<file path="src/rtl/tbd_pkg.sv">
package tbd_pkg;
   localparam int unsigned TBD_HALF_W = 32;
   localparam logic [TBD_HALF_W-1:0] TBD_RTC_LO_MASK = 32'h3FFF_FF80;

   function automatic logic sign_rise(input logic old_msb, input logic new_msb);
      return !old_msb && new_msb;
   endfunction
endpackage

</file>
<file path="src/rtl/tbd_timebase.sv">
module tbd_timebase #(
   parameter int unsigned HALF_W = 32,
   parameter bit          MASK_LO = 1'b0,
   parameter logic [HALF_W-1:0] LO_MASK = '1
) (
   input  logic              clk,
   input  logic              rst_n,
   input  logic              tick,
   input  logic              lo_we,
   input  logic              hi_we,
   input  logic [HALF_W-1:0] wdata,
   output logic [HALF_W-1:0] lo_q,
   output logic [HALF_W-1:0] hi_q
);
   localparam int unsigned FULL_W = 2 * HALF_W;

   logic [FULL_W-1:0] count_q;
   logic [HALF_W-1:0] lo_wr_val;

   generate
      if (MASK_LO) begin : g_masked
         assign lo_wr_val = wdata & LO_MASK;
         assign lo_q      = count_q[HALF_W-1:0] & LO_MASK;
      end else begin : g_plain
         assign lo_wr_val = wdata;
         assign lo_q      = count_q[HALF_W-1:0];
      end
   endgenerate

   assign hi_q = count_q[FULL_W-1:HALF_W];

   always_ff @(posedge clk) begin
      if (!rst_n) begin
         count_q <= '0;
      end else if (lo_we || hi_we) begin
         if (lo_we) count_q[HALF_W-1:0]      <= lo_wr_val;
         if (hi_we) count_q[FULL_W-1:HALF_W] <= wdata;
      end else if (tick) begin
         count_q <= count_q + {{(FULL_W-1){1'b0}}, 1'b1};
      end
   end
endmodule

</file>
<file path="src/rtl/tbd_decrementer.sv">
module tbd_decrementer #(
   parameter int unsigned W = 32
) (
   input  logic         clk,
   input  logic         rst_n,
   input  logic         tick,
   input  logic         we,
   input  logic [W-1:0] wdata,
   output logic [W-1:0] value,
   output logic         msb_rise
);
   import tbd_pkg::*;

   logic [W-1:0] val_q;
   logic [W-1:0] val_d;

   always_comb begin
      if (we)        val_d = wdata;
      else if (tick) val_d = val_q - {{(W-1){1'b0}}, 1'b1};
      else           val_d = val_q;
   end

   assign msb_rise = sign_rise(val_q[W-1], val_d[W-1]);
   assign value    = val_q;

   always_ff @(posedge clk) begin
      if (!rst_n) val_q <= '1;
      else        val_q <= val_d;
   end
endmodule

</file>
<file path="src/rtl/tbd_irq_flag.sv">
module tbd_irq_flag (
   input  logic clk,
   input  logic rst_n,
   input  logic set,
   input  logic ack,
   output logic flag
);
   always_ff @(posedge clk) begin
      if (!rst_n)   flag <= 1'b0;
      else if (set) flag <= 1'b1;
      else if (ack) flag <= 1'b0;
   end
endmodule

</file>
<file path="src/rtl/timebase_decr.sv">
module timebase_decr #(
   parameter int unsigned HALF_W   = 32,
   parameter int unsigned DEC_W    = 32,
   parameter bit          RTC_MODE = 1'b0
) (
   input  logic              clk,
   input  logic              rst_n,
   input  logic              tick,
   input  logic              tb_lo_we,
   input  logic              tb_hi_we,
   input  logic              dec_we,
   input  logic [HALF_W-1:0] wr_data,
   input  logic              irq_ack,
   output logic [HALF_W-1:0] tb_lo_rd,
   output logic [HALF_W-1:0] tb_hi_rd,
   output logic [DEC_W-1:0]  dec_rd,
   output logic              dec_irq
);
   import tbd_pkg::*;

   localparam logic [HALF_W-1:0] LO_MASK =
      RTC_MODE ? TBD_RTC_LO_MASK[HALF_W-1:0] : '1;

   generate
      if (DEC_W != HALF_W) begin : g_bad_dec_w
         $error("DEC_W must equal HALF_W");
      end
      if (RTC_MODE && HALF_W != TBD_HALF_W) begin : g_bad_rtc_w
         $error("RTC mode needs HALF_W of 32");
      end
   endgenerate

   logic rise;

   tbd_timebase #(
      .HALF_W  (HALF_W),
      .MASK_LO (RTC_MODE),
      .LO_MASK (LO_MASK)
   ) u_tb (
      .clk   (clk),
      .rst_n (rst_n),
      .tick  (tick),
      .lo_we (tb_lo_we),
      .hi_we (tb_hi_we),
      .wdata (wr_data),
      .lo_q  (tb_lo_rd),
      .hi_q  (tb_hi_rd)
   );

   tbd_decrementer #(.W(DEC_W)) u_dec (
      .clk      (clk),
      .rst_n    (rst_n),
      .tick     (tick),
      .we       (dec_we),
      .wdata    (wr_data[DEC_W-1:0]),
      .value    (dec_rd),
      .msb_rise (rise)
   );

   tbd_irq_flag u_irq (
      .clk   (clk),
      .rst_n (rst_n),
      .set   (rise),
      .ack   (irq_ack),
      .flag  (dec_irq)
   );
endmodule

</file>
<file path="config.mk">
export PLATFORM = sky130hd
export DESIGN_NAME = timebase_decr
export DESIGN_NICKNAME = d
export VERILOG_FILES = /design/src/rtl/tbd_pkg.sv /design/src/rtl/tbd_timebase.sv /design/src/rtl/tbd_decrementer.sv /design/src/rtl/tbd_irq_flag.sv /design/src/rtl/timebase_decr.sv
export SDC_FILE = /design/constraint.sdc
export NUM_CORES = 1
export LEC_CHECK = 0
export BUFFER_PORTS_ARGS = -buffer_cell sky130_fd_sc_hd__buf_2
export CAP_MARGIN = 20
export CORE_MARGIN = 4
export CORE_UTILIZATION = 29
export CTS_CLUSTER_SIZE = 8
export DETAILED_ROUTE_END_ITERATION = 6
export GPL_TIMING_DRIVEN = 0
export PLACE_DENSITY_LB_ADDON = 0.25
export SETUP_SLACK_MARGIN = 0.02
export SYNTH_ARGS = -nofsm -noshare
export SYNTH_HDL_FRONTEND = slang
export SYNTH_HIERARCHICAL = 1
export SYNTH_SLANG_ARGS = --single-unit
</file>
<file path="constraint.sdc">
create_clock -name clk -period 4.2 [get_ports clk]
set_clock_uncertainty 0.2 [all_clocks]
set_input_delay 0.84 -clock clk [delete_from_list [all_inputs] [get_ports clk]]
set_output_delay 0.84 -clock clk [all_outputs]
set_load 0.05 [all_outputs]
</file>
==> results.sh <==
export IMPL_synthCells=824
export IMPL_clock_sinks=97
export IMPL_finalCriticalPeriod_ns=3.39
export IMPL_cp_common_cell="and4_1"
export IMPL_regToRegSetupSlack_ns=0.81
export IMPL_endpoint_kind="register"
export IMPL_synth_fp_nets=865
export IMPL_rows=53
export IMPL_max_freq_ghz=0.295
export IMPL_crit_type="reg -> reg"
export IMPL_netlist_area_um2=6370
export IMPL_min_delay_path_class="reg -> reg"
export IMPL_cts_tree="built"
export IMPL_synth_edf_count=0
export IMPL_drive_gt1_frac=0.179
export IMPL_ys_seq_area_frac=0.305
export IMPL_clk_latency_ns=0.36
export IMPL_worstReg2RegStart="u_tb/count_q[0]"
export IMPL_htreeDepth=3
export IMPL_p_total_mw=2.62
export IMPL_vias=7557
export IMPL_grt_antenna_before_repair=1
export IMPL_cts_resized=0
export IMPL_critical_path_top_delay_family="simple AND/OR/NAND/NOR gates"
export IMPL_outcome="completed"
export IMPL_arrival_ns=3.44
export IMPL_avgSynthCellArea_um2=7.74
export IMPL_clockRootBuffer="clkbuf_16"
export IMPL_grt_pass1_vias=6886
export IMPL_wl_per_cell_um=22.9
export IMPL_finalHoldViolations=0
export IMPL_clockBufferDepth=2
export IMPL_yosys_warnings=6
export IMPL_finalSetupViolCount=0
export IMPL_hpwl_um=21400
export IMPL_antenna_cells=0
export IMPL_core_um2=21400
export IMPL_grt_util_all_layers=0.227
export IMPL_slew_headroom=0.355
export IMPL_synth_top_area_frac=0.305
export IMPL_cp_slowest_stage_delay_ns=0.67
export IMPL_drv_slew=0
export IMPL_p_leak_nw=2.72
export IMPL_nNetsFinal=1011
export IMPL_routed_via_density=6.05
export IMPL_grt_busiest_layer="met2"
export IMPL_vdd_ir_drop_worst_uv=189
export IMPL_min_path_cells=2
export IMPL_cts_clk_slew_worst_paths_ns=0.08
export IMPL_syn_to_final_growth_pct=21.0
export IMPL_drv_cap=0
export IMPL_crit_chain="ha_1 -> and4_1 -> and4_1 -> clkbuf_1 -> nand4_1 -> or4_1 -> o2111a_1"
export IMPL_rr_worst_depth=7
export IMPL_period_share=0.808
export IMPL_worst_ep_required_time_ns=4.25
export IMPL_postCtsSetupRepairBufs=0
export IMPL_antenna_left=0
export IMPL_dieArea_um2=24400
export IMPL_cts_hold_buf=0
export IMPL_cp_slowest_cell="or4_1"
export IMPL_p_per_area_nw_per_um2=339
export IMPL_grt_setup_unrepaired="no"
export IMPL_synth_distinct_cells=68
export IMPL_io_pins=136
export IMPL_async_flop_share=0
export IMPL_synth_area_leaders="dfxtp_1 30%, o21ai_0 4.6%, nand2_1 4.3%"
export IMPL_grt_util_met2=0.329
export IMPL_synth_seq_cells=97
export IMPL_ys_flop_type="dfxtp_1"
export IMPL_cp_max_fo=10
export IMPL_critical_path_endpoint="u_tb/count_q[52]"
export IMPL_grt_max_degree=16
export IMPL_nFillCells=2294
export IMPL_synth_top_area_cell="dfxtp_1"
export IMPL_route_detailed_drc=0
export IMPL_routed_wl_um=28600
export IMPL_place_gp_congestion=0.942
export IMPL_drtPass1Iterations=6
export IMPL_critPathLaunchType="register"
export IMPL_die_h_um=156
export IMPL_die_w_um=156
export IMPL_gr_usage_met3=0.0465
export IMPL_grt_ovfl_total=0
export IMPL_reg2reg_to="u_tb/count_q[52]"
export IMPL_cts_buffers=9
export IMPL_grt_pass1_wl_um=42800
export IMPL_io_buffer_count=134
export IMPL_start_util=0.299
export IMPL_crit_buf_inv=1
export IMPL_crit_start="u_tb/count_q[0]"
export IMPL_path_depth=7
export IMPL_drtIter0Drc=994
export IMPL_worst_slew_pin_slew_ns=0.960
export IMPL_use_met1=0.318
export IMPL_tns_ns=0
final cells by class:
cell class	count	area [um2]	area share
flip-flops and latches	97	1940	0.252
clock buffers	10	239	0.0310
well taps	275	344	0.0446
inverters	20	75.1	0.00973
multi-input cells	647	4120	0.534
clock inverters	5	80.1	0.0104
plain buffers	60	234	0.0303
repair buffers	135	678	0.0879
worst register-to-register path: stages (launching register included):
cell,delay [ns]
dfxtp_1,0.44
ha_1,0.24
and4_1,0.23
and4_1,0.25
clkbuf_1,0.45
nand4_1,0.65
or4_1,0.68
o2111a_1,0.14
placed cells by master, fill, tap and decap left out, drive strengths merged, types with 13 or more instances in the layout:
| master | n |
|---|---|
| xor2 | 13 |
| o211ai | 14 |
| nand2 | 73 |
| inv | 19 |
| buf | 140 |
| o21ai | 59 |
| nor4 | 40 |
| o311a | 19 |
| and4 | 15 |
| a311oi | 15 |
| xnor2 | 14 |
| a21oi | 23 |
| nand3b | 30 |
| nand2b | 13 |
| dfxtp | 97 |
| nand4 | 29 |
| or3 | 22 |
| nor2 | 56 |
| nor3 | 21 |
| nand3 | 42 |
| a31oi | 16 |
| clkbuf | 65 |
report_power, final:
group	switching (mW)	internal (mW)
Clock	0.399	0.535
Combinational	0.445	0.157
Sequential	0.0969	0.982
Total	0.941	1.67
cells in the mapped netlist (all sizes together), types with 3 or more instances:
library cell,number
o31ai,7
nor2b,11
o31a,3
and3,7
o41ai,3
nand4,29
xnor2,14
nor2,56
a211oi,5
mux2i,4
clkbuf,55
a311oi,15
o21a,4
nand2b,13
nand3,42
o311a,19
or3,22
nand3b,30
o211a,10
nor4,40
xor2,13
dfxtp,97
o211ai,14
and3b,4
or4,12
and4,15
o311ai,5
inv,19
a31oi,16
a21oi,23
nor4b,6
nand4b,4
or2,3
nand2,73
nor3b,6
and2,11
o21ai,59
nor3,21
o221a,3
buf,5
metal layers:
metal,wire (um),up-vias
met5,12,-
met4,1480,2
met3,2420,83
met2,12000,426
met1,12700,3574
li1,-,3472
sequential cells by signal (all words and copies together) (netlist names):
signal	count
u_irq/flag	1
u_dec/value	32
u_tb/count_q	64
metrics by stage:
stage	std cells	instance area (um2)	worst slack [ns]	util	hold WS, ns
floorplan	824	6370	1.37	-	0.511
global placement	1233	7390	0.799	0.346	0.334
detailed placement	1234	7400	0.787	0.346	0.344
CTS	1249	7720	0.930	0.361	0.353
global route	1249	7720	0.773	0.361	0.391
finish	1249	7720	0.808	0.361	0.345
logic make-up (layout without fill, tap and decap cells):
group | count (synthesis) | after routing | synth area share
xor+xnor | 27 | 27 | 0.0371
mux | 5 | 5 | 0.00805
buf+inv | 80 | 230 | 0.0485
flops | 97 | 97 | 0.305
compound gates | 205 | 205 | 0.231
fa+ha+maj | 2 | 2 | 0.00392
simple gates | 408 | 408 | 0.367
how the worst min path moves through the flow:
stage                     start  slack (ns)          endpoint
6_report       u_tb/count_q[51]        0.35  u_tb/count_q[51]
5_1_grt         u_tb/count_q[7]        0.39   u_tb/count_q[7]
4_1_cts        u_tb/count_q[51]        0.35  u_tb/count_q[51]
3_5_place_dp   u_tb/count_q[51]        0.34  u_tb/count_q[51]
3_3_place_gp   u_tb/count_q[51]        0.33  u_tb/count_q[51]
2_1_floorplan  u_tb/count_q[32]        0.51  u_tb/count_q[32]
Note: power is estimated with default switching activity, not from simulation.
